## config.mk

```make
export PLATFORM = sky130hd
export DESIGN_NAME = orbit_regen
export DESIGN_NICKNAME = d
export VERILOG_FILES = /design/src/rtl/orbit_pkg.sv /design/src/rtl/orb_edge_count.sv /design/src/rtl/orb_local_gen.sv /design/src/rtl/orb_src_sel.sv /design/src/rtl/orb_shaper.sv /design/src/rtl/orbit_regen.sv
export SDC_FILE = /design/constraint.sdc
export NUM_CORES = 1
export LEC_CHECK = 0
export BUFFER_PORTS_ARGS = -buffer_cell sky130_fd_sc_hd__buf_2
export CAP_MARGIN = 20
export CORE_MARGIN = 2
export CORE_UTILIZATION = 45
export CTS_CLUSTER_SIZE = 28
export DETAILED_ROUTE_END_ITERATION = 10
export PLACE_DENSITY = 0.66
export SKIP_CTS_REPAIR_TIMING = 1
export SYNTH_ARGS = -nofsm -noshare
export SYNTH_HDL_FRONTEND = slang
export SYNTH_SLANG_ARGS = --single-unit
export TNS_END_PERCENT = 1
```

## constraint.sdc

```tcl
create_clock -name clk -period 5.9 [get_ports clk]
set_clock_uncertainty 0.1 [all_clocks]
set_input_delay 1.18 -clock clk [delete_from_list [all_inputs] [get_ports clk]]
set_output_delay 1.18 -clock clk [all_outputs]
set_load 0.01 [all_outputs]
```

## src/rtl/orbit_pkg.sv

```systemverilog
package orbit_pkg;

  typedef enum logic [1:0] {
    SRC_BEAM_A  = 2'd0,
    SRC_BEAM_B  = 2'd1,
    SRC_LOCAL   = 2'd2,
    SRC_LOCAL_X = 2'd3
  } orb_src_e;

  // Raise a configured count to a minimum legal value.
  function automatic int unsigned floor_at(int unsigned v, int unsigned lo);
    return (v < lo) ? lo : v;
  endfunction

  // Silence window of the automatic watchdog: two expected periods.
  function automatic int unsigned silence_limit(int unsigned period);
    return 2 * floor_at(period, 2);
  endfunction

endpackage

```

## src/rtl/orb_edge_count.sv

```systemverilog
module orb_edge_count #(
  parameter int CNT_W = 32
) (
  input  logic             clk,
  input  logic             rst_n,
  input  logic             clr_i,
  input  logic             mark_i,
  output logic             rise_o,
  output logic [CNT_W-1:0] count_o
);

  logic             mark_q;
  logic [CNT_W-1:0] count_q;

  assign rise_o  = mark_i & ~mark_q;
  assign count_o = count_q;

  always_ff @(posedge clk or negedge rst_n) begin
    if (!rst_n) begin
      mark_q  <= 1'b0;
      count_q <= '0;
    end else if (clr_i) begin
      mark_q  <= 1'b0;
      count_q <= '0;
    end else begin
      mark_q <= mark_i;
      if (rise_o) count_q <= count_q + 1'b1;
    end
  end

  // outside a clear the counter only holds or steps by one
  a_r7_count_step: assert property (@(posedge clk) disable iff (!rst_n)
    !clr_i |=> (count_q == $past(count_q) || count_q == CNT_W'($past(count_q) + 1'b1)));

endmodule

```

## src/rtl/orb_local_gen.sv

```systemverilog
module orb_local_gen #(
  parameter int PER_W = 12
) (
  input  logic             clk,
  input  logic             rst_n,
  input  logic             clr_i,
  input  logic [PER_W-1:0] period_i,
  output logic             tick_o
);
  import orbit_pkg::*;

  logic [PER_W-1:0] phase_q;
  logic [PER_W-1:0] last_phase;

  assign last_phase = PER_W'(floor_at(32'(period_i), 2) - 1);
  assign tick_o     = (phase_q >= last_phase);

  always_ff @(posedge clk or negedge rst_n) begin
    if (!rst_n)      phase_q <= '0;
    else if (clr_i)  phase_q <= '0;
    else if (tick_o) phase_q <= '0;
    else             phase_q <= phase_q + 1'b1;
  end

endmodule

```

## src/rtl/orb_src_sel.sv

```systemverilog
module orb_src_sel #(
  parameter int PER_W = 12
) (
  input  logic             clk,
  input  logic             rst_n,
  input  logic             clr_i,
  input  logic             rise_a_i,
  input  logic             rise_b_i,
  input  logic             tick_i,
  input  logic [1:0]       sel_i,
  input  logic             auto_i,
  input  logic [PER_W-1:0] period_i,
  output logic             trig_o,
  output logic             fallback_o
);
  import orbit_pkg::*;

  localparam int GAP_W = PER_W + 1;

  orb_src_e         src;
  logic             use_ext;
  logic             ext_rise;
  logic [GAP_W-1:0] gap_q;
  logic [GAP_W-1:0] limit;
  logic             fb_q;
  logic             silent_out;

  assign src      = orb_src_e'(sel_i);
  assign use_ext  = (src == SRC_BEAM_A) || (src == SRC_BEAM_B);
  assign ext_rise = (src == SRC_BEAM_A) ? rise_a_i :
                    (src == SRC_BEAM_B) ? rise_b_i : 1'b0;
  assign limit      = GAP_W'(silence_limit(32'(period_i)));
  assign silent_out = (gap_q >= limit - 1'b1) && !ext_rise;

  // External edge always wins; local ticks only count when substituting.
  assign trig_o     = use_ext ? (ext_rise | (fb_q & tick_i)) : tick_i;
  assign fallback_o = fb_q;

  always_ff @(posedge clk or negedge rst_n) begin
    if (!rst_n) begin
      gap_q <= '0;
      fb_q  <= 1'b0;
    end else if (clr_i) begin
      gap_q <= '0;
      fb_q  <= 1'b0;
    end else begin
      if (ext_rise)           gap_q <= '0;
      else if (gap_q < limit) gap_q <= gap_q + 1'b1;

      if (!auto_i || !use_ext) fb_q <= 1'b0;
      else if (ext_rise)       fb_q <= 1'b0;
      else if (silent_out)     fb_q <= 1'b1;
    end
  end

  // entry into fallback only in automatic mode on an external source
  a_r8_fallback_entry: assert property (@(posedge clk) disable iff (!rst_n)
    $rose(fb_q) |-> $past(auto_i && use_ext && !ext_rise));

  // manual control never leaves the flag set
  a_r11_manual_no_fallback: assert property (@(posedge clk) disable iff (!rst_n)
    !auto_i |=> !fallback_o);

  // a returning external edge ends the fallback
  a_r9_return_on_edge: assert property (@(posedge clk) disable iff (!rst_n)
    (fb_q && ext_rise && !clr_i) |=> !fb_q);

endmodule

```

## src/rtl/orb_shaper.sv

```systemverilog
module orb_shaper #(
  parameter int DLY_W = 12,
  parameter int WID_W = 8
) (
  input  logic             clk,
  input  logic             rst_n,
  input  logic             clr_i,
  input  logic             trig_i,
  input  logic [DLY_W-1:0] delay_i,
  input  logic [WID_W-1:0] width_i,
  output logic             pulse_o
);
  import orbit_pkg::*;

  logic             pend_q;
  logic [DLY_W-1:0] dcnt_q;
  logic             pulse_q;
  logic [WID_W-1:0] wleft_q;
  logic             start;
  logic [WID_W-1:0] wload;

  // A new trigger restarts the delay; zero delay fires at once.
  assign start   = trig_i ? (delay_i == '0) : (pend_q && dcnt_q == '0);
  assign wload   = WID_W'(floor_at(32'(width_i), 1) - 1);
  assign pulse_o = pulse_q;

  always_ff @(posedge clk or negedge rst_n) begin
    if (!rst_n) begin
      pend_q <= 1'b0;
      dcnt_q <= '0;
    end else if (clr_i) begin
      pend_q <= 1'b0;
      dcnt_q <= '0;
    end else if (trig_i) begin
      pend_q <= (delay_i != '0);
      dcnt_q <= delay_i - 1'b1;
    end else if (pend_q) begin
      if (dcnt_q == '0) pend_q <= 1'b0;
      else              dcnt_q <= dcnt_q - 1'b1;
    end
  end

  always_ff @(posedge clk or negedge rst_n) begin
    if (!rst_n) begin
      pulse_q <= 1'b0;
      wleft_q <= '0;
    end else if (clr_i) begin
      pulse_q <= 1'b0;
      wleft_q <= '0;
    end else if (start) begin
      pulse_q <= 1'b1;
      wleft_q <= wload;
    end else if (pulse_q) begin
      if (wleft_q == '0) pulse_q <= 1'b0;
      else               wleft_q <= wleft_q - 1'b1;
    end
  end

  // a zero-delay trigger shows on the output after one edge
  a_r4_zero_delay: assert property (@(posedge clk) disable iff (!rst_n || clr_i)
    (trig_i && delay_i == '0) |=> pulse_o);

  // a one-clock pulse with no new start drops at the next edge
  a_r5_single_width: assert property (@(posedge clk) disable iff (!rst_n || clr_i)
    (start && width_i <= 1) |=> (pulse_o && wleft_q == '0));

endmodule

```

## src/rtl/orbit_regen.sv

```systemverilog
module orbit_regen #(
  parameter int PER_W = 12,
  parameter int DLY_W = 12,
  parameter int WID_W = 8,
  parameter int CNT_W = 32
) (
  input  logic             clk,
  input  logic             rst_n,
  input  logic             gen_clr,
  input  logic             orb_a_in,
  input  logic             orb_b_in,
  input  logic [1:0]       src_sel,
  input  logic             auto_en,
  input  logic [DLY_W-1:0] delay_cfg,
  input  logic [WID_W-1:0] width_cfg,
  input  logic [PER_W-1:0] period_cfg,
  output logic             orb_out,
  output logic             fallback_o,
  output logic [CNT_W-1:0] cnt_a,
  output logic [CNT_W-1:0] cnt_b
);

  localparam int N_EXT = 2;

  logic [N_EXT-1:0] marks;
  logic [N_EXT-1:0] rises;
  logic [CNT_W-1:0] counts [N_EXT];
  logic             local_tick;
  logic             trig;

  assign marks = {orb_b_in, orb_a_in};

  for (genvar i = 0; i < N_EXT; i++) begin : g_ext
    orb_edge_count #(.CNT_W(CNT_W)) u_cnt (
      .clk     (clk),
      .rst_n   (rst_n),
      .clr_i   (gen_clr),
      .mark_i  (marks[i]),
      .rise_o  (rises[i]),
      .count_o (counts[i])
    );
  end

  orb_local_gen #(.PER_W(PER_W)) u_local (
    .clk      (clk),
    .rst_n    (rst_n),
    .clr_i    (gen_clr),
    .period_i (period_cfg),
    .tick_o   (local_tick)
  );

  orb_src_sel #(.PER_W(PER_W)) u_sel (
    .clk        (clk),
    .rst_n      (rst_n),
    .clr_i      (gen_clr),
    .rise_a_i   (rises[0]),
    .rise_b_i   (rises[1]),
    .tick_i     (local_tick),
    .sel_i      (src_sel),
    .auto_i     (auto_en),
    .period_i   (period_cfg),
    .trig_o     (trig),
    .fallback_o (fallback_o)
  );

  orb_shaper #(.DLY_W(DLY_W), .WID_W(WID_W)) u_shape (
    .clk     (clk),
    .rst_n   (rst_n),
    .clr_i   (gen_clr),
    .trig_i  (trig),
    .delay_i (delay_cfg),
    .width_i (width_cfg),
    .pulse_o (orb_out)
  );

  assign cnt_a = counts[0];
  assign cnt_b = counts[1];

  // one clear cycle leaves every output at its reset value
  a_r10_general_clear: assert property (@(posedge clk) disable iff (!rst_n)
    gen_clr |=> (!orb_out && !fallback_o && cnt_a == '0 && cnt_b == '0));

endmodule

```

* Word-level counts from Yosys, hierarchy flattened
Cells that the tools add are included.
Operators by class: $add $sub $neg 10, magnitude comparators 5, eq/ne operators 3, muxes and demuxes 37, bitwise logic cells 6, reductions and logical operators 20
Operator list (count):
- two-way mux 32 bit | 4
- two-way mux 12 bit | 7
- adder 32 x 1 -> 32 bit, second input constant | 2
- two-way mux 8 bit | 5
- two-way mux 13 bit | 3
- subtractor 12 x 1 -> 12 bit, second input constant | 3
- zero test 12 bit | 2
- two-way mux 1 bit | 18
- subtractor 8 x 1 -> 8 bit, second input constant | 2
- adder 13 x 1 -> 13 bit, second input constant | 1
- greater-or-equal comparator 13 bit | 1
- less-than comparator 13 bit | 1
- subtractor 13 x 1 -> 13 bit, second input constant | 1
- adder 12 x 1 -> 12 bit, second input constant | 1
- greater-or-equal comparator 12 bit | 1
- less-than comparator 12 x 2 -> 1 bit, second input constant | 1
- nonzero test 12 bit | 1
- nonzero test 3 bit | 3
- zero test 8 bit | 1
- less-than comparator 8 x 1 -> 1 bit, second input constant | 1
- != test 3 x 2 -> 1 bit, second input constant | 2
- AND reduction 2 bit | 2
- nonzero test 2 bit | 2
- nonzero test 4 bit | 1
- 8 further kinds | 15
Word-level totals: flip-flop bits (word level) 114, output and inout bits 66, word-level logic and storage cells 92

* Logic depth before layout (Yosys ltp)
word-level depth 10, depth in mapped cells 24, gate-level depth less buffers 24

* Hierarchy
From an unflattened synthesis, not the netlist that was laid out.
Unflattened totals: cells, all modules 846, area, all modules 7644.8 µm²
By module, submodules not included:
- orb_edge_count | times used 2, cells each 177, area an instance 1679.1 µm²
- orb_shaper | times used 1, cells each 197, area an instance 1757.9 µm²
- orb_src_sel | times used 1, cells each 177, area an instance 1477.7 µm²
- orb_local_gen | times used 1, cells each 118, area an instance 1051.0 µm²

* Worst setup path after synthesis
No wires, ideal clock.
path type input to register, start input port period_cfg[6], end register u_shape.wleft_q[6], setup time 0.101 ns, data arrival time 6.006 ns, slack -0.307 ns, stages 24, path buffers 1, cells stage by stage nor3_2 -> nand2_1 -> nor4_1 -> nand2_1 -> o21ai_0 -> ha_1 -> nor4b_2 -> nand2_1 -> xnor2_1 -> ha_1 -> and3_1 -> a221oi_1 -> o31ai_1 -> maj3_2 -> a21oi_4 -> mux2i_1 -> buf_4 -> mux2i_1 -> ha_1 -> and3b_1 -> nand2_1 -> xnor2_1 -> nor2_1 -> nor4_1
On the way: cells in the longest elaborated chain, start to end 10
RTL lines:
- from (decl) | RTL line orbit_regen.sv:16 | input logic [PER_W-1:0] period_cfg,
- less-than comparator 12 x 2 -> 1 bit | RTL line orbit_pkg.sv:12 | return (v < lo) ? lo : v;
- two-way mux 12 bit * | RTL line orbit_pkg.sv:12
- subtractor 12 x 1 -> 12 bit * | RTL line orb_local_gen.sv:15 | assign last_phase = PER_W'(floor_at(32'(period_i), 2) - 1);
- greater-or-equal comparator 12 bit * | RTL line orb_local_gen.sv:16 | assign tick_o = (phase_q >= last_phase);
- AND 1 bit | RTL line orb_src_sel.sv:36 | assign trig_o = use_ext ? (ext_rise | (fb_q & tick_i)) : tick_i;
- OR 1 bit | RTL line orb_src_sel.sv:36
- two-way mux 1 bit * | RTL line orb_src_sel.sv:36
- two-way mux 1 bit * | RTL line orb_shaper.sv:23 | assign start = trig_i ? (delay_i == '0) : (pend_q && dcnt_q == '0);
- != test 3 x 2 -> 1 bit (no line), or another cell as far along
- AND reduction 2 bit (no line) / two-way mux 8 bit (equally long branches)
- to (signal assigned) | RTL line orb_shaper.sv:52 | wleft_q <= wload;
- to (signal assigned) | RTL line orb_shaper.sv:55 | else wleft_q <= wleft_q - 1'b1;
- to (decl) | RTL line orb_shaper.sv:18 | logic [WID_W-1:0] wleft_q;
Every way passes the cells marked *; elsewhere a longest branch is shown, timed or not. A chain may end at the register's enable or synchronous reset.

* Final worst setup path
start input port period_cfg[6], end register u_shape.wleft_q[4]
The elaborated chain is that of the path after synthesis.

==> results.toml <==
[sta]
slew_headroom = 0.354
hold_viol = 0
fin_crit_sh = 0.934
final-setup-viol-count = 0
worst_pin_slew_ps = 963
max_freq_ghz = 0.181
finalWorstSetupSlack_ps = 387
holdWs_ps = 424
finalCriticalPeriod_ps = 5510
finalMaxSlewViolations = 0
tns_ps = 0
rsz0062_at_grt = "no"

[final_layout]
final_core_util = 0.564
layout_common_cells = "nor2_1, dfrtp_1, buf_2, xor2_1, nand2_1"
nets = 932
n_fill_cell = 1314
final_common_cell = "nor2_1"
diodes = 0
drive_above_1_share = 0.180
areaGrowthSynthToFinish_pct = 21.6
final_cells = 1049

[drt]
routed_wl_um = 15300
ant_nets = 0
vias_per_cell = 5.27
vias = 5524
drt-pass1-iter-count = 4
drc_errors = 0
drt_iter0_markers = 253
wire_per_inst_um = 14.5

[synth]
synthSimpleGateAreaFrac = 0.242
synth-edff-count = 0
synth_compound_area_frac = 0.0782
synth_top_family_by_area = "simple AND/OR/NAND/NOR gates"
synth_cell_types = 49
synth_xor_area_frac = 0.144
netlist_area_mm2 = 0.00676
synthAdderAreaFrac = 0.0753
synthesis.area_per_instance_um2 = 9.19
async_flop_share = 1.00
synthMuxAreaShare = 0.0148
ys_ff_latch = 114
ys_warn_count = 0
syn_inst = 736
synth-seq-area-share = 0.422
synthFlopType = "dfrtp_1"
syn_nets = 815

[placed_design]
gp_congestion = 0.879
placed_cells = 1017
place_ws_ps = -87.6
dp_hpwl_um = 10800
port-buffer-count = 105

[clock_network]
cts.path.max_buffers = 2
cts-root-buf = "clkbuf_16"
h-tree-depth = 4
path_clk_slew_ps = 50
clk_latency_ps = 410
clock-sinks = 114
cts_tree = "done"
numCtsBuffers = 17

[grt]
grt_pass1_vias = 5506
grt_max_degree = 91
track_usage = 0.203
grt_overflow = 0
grt_pass1_wl_um = 26500
antenna_found_initial = 1

[worst_setup_path]
endpoint_kind = "register"
crit_type = "input port to register"
crit_required_ps = 6110
critPathLaunchType = "input port"
arrival_ps = 5720
crit_fanout = 7

[floorplan]
die_w_um = 127
start_util = 0.464
dieArea_mm2 = 0.0160
core_mm2 = 0.0146
die_h_um = 127
io_pins = 106
rows = 44

[min_path]
hold_class = "register to register"

[power]
p_sw_frac = 0.226
p_int_mw = 1.69
p_leak_nw = 3.99
vdd_drop_max_mv = 0.186
p_seq_frac = 0.378
power.net_switching_mw = 0.492
power_density_mw_per_mm2 = 265
pwr-share-comb = 0.093
clkPwrFrac = 0.529

[run]
cap_violations = 0

[run_status]
status = "finished clean"
## metrics by stage
step,power [mW],cell area (µm²)
after global placement,1.04,7550
after CTS,2.20,8210
after global routing,2.28,8230
after detailed placement,1.04,7550
final,2.18,8230
after floorplan,0.961,6790
## per-layer routing
metal  GRT usage  up-vias  share of wire
met2       0.310      122           0.45
li1            -     2773              -
met5           0        -              0
met3      0.0662       12          0.063
met4      0.0537        0          0.011
met1       0.279     2617           0.48
## cell families after synthesis
group                      Yosys count
muxes                               10
and+or+nand+nor                    342
AOI/OAI and AO/OA                   78
adders and majority gates           41
buffers and inverters               40
xor gates and xnor gates           111
DFF                                114
## cells in the mapped netlist, drive strengths merged (3+ instances only)
| master | n | area [µm²] |
|---|---|---|
| o21ai | 11 | 55.1 |
| inv | 20 | 75.1 |
| xor2 | 68 | 596 |
| o31ai | 3 | 22.5 |
| nor3 | 20 | 105 |
| nand2b | 3 | 18.8 |
| ha | 39 | 488 |
| clkbuf | 18 | 67.6 |
| nor2b | 11 | 68.8 |
| and4 | 7 | 61.3 |
| nand3 | 30 | 150 |
| nor4b | 4 | 41.3 |
| a21o | 8 | 60.1 |
| or4 | 3 | 22.5 |
| nor2 | 139 | 524 |
| nand2 | 59 | 221 |
| or3 | 7 | 43.8 |
| and3 | 21 | 131 |
| nand4 | 18 | 113 |
| dfrtp | 114 | 2850 |
| nor4 | 8 | 50.1 |
| mux2i | 10 | 100 |
| and2 | 5 | 31.3 |
| a21oi | 17 | 96.4 |
| xnor2 | 43 | 377 |
| o21a | 10 | 75.1 |
| a211oi | 19 | 143 |
## final timing paths
check	start	to	slack, ps	cells after the start
worst max-delay path	period_cfg[6]	u_shape.wleft_q[4]$_DFFE_PN0P_	390	25
worst min register to register	u_local.phase_q[0]$_DFF_PN0_	u_local.phase_q[0]$_DFF_PN0_	420	1
min in group asynchronous	rst_n	u_local.phase_q[10]$_DFF_PN0_	740	1
worst min-delay path	u_local.phase_q[0]$_DFF_PN0_	u_local.phase_q[0]$_DFF_PN0_	420	1
max in group asynchronous	rst_n	u_sel.gap_q[10]$_DFFE_PN0P_	3760	2
worst max register to register	u_local.phase_q[0]$_DFF_PN0_	u_shape.wleft_q[4]$_DFFE_PN0P_	2260	16
## registers in the layout (all words and copies together), names as in the netlist
register	cells
u_sel.fallback_o	1
u_local.phase_q	12
u_shape.pulse_o	1
u_sel.gap_q	13
g_ext.u_cnt.count_o	64
u_shape.dcnt_q	12
u_shape.wleft_q	8
g_ext.u_cnt.mark_q	2
u_shape.pend_q	1
## area by class of cell
type / count / area, µm² / share of cell area
Clock inverter: 10 / 206 / 0.0251
Clock buffer: 21 / 450 / 0.0547
Timing Repair Buffer: 118 / 626 / 0.0760
Inverter: 20 / 75.1 / 0.00912
Multi-Input combinational cell: 582 / 3790 / 0.460
Tap cell: 184 / 230 / 0.0280
Sequential cell: 114 / 2850 / 0.347
## power by group through the flow
stage,clock network (mW),registers (mW),logic (mW)
finish,1.15,0.824,0.203
global route,1.22,0.827,0.233
CTS,1.18,0.824,0.205
detailed placement,0,0.836,0.204
global placement,0,0.837,0.201
floorplan,0,0.833,0.128
## critical path, cell delays in order
cell	delay, ps
buf_2	120
nor3_2	210
nand2_1	130
nor4_4	160
nand2_1	90
o21ai_2	150
ha_2	220
nor4b_4	290
nand2_1	160
xnor2_2	200
ha_1	270
and3_1	180
a221oi_1	270
o31ai_1	130
maj3_2	360
a21oi_4	160
mux2i_1	210
buf_4	180
mux2i_1	190
ha_1	180
buf_4	140
nand3_1	80
xnor2_1	170
nor2_1	50
a211oi_1	220
No activity file was read; power rests on OpenSTA's default activity.
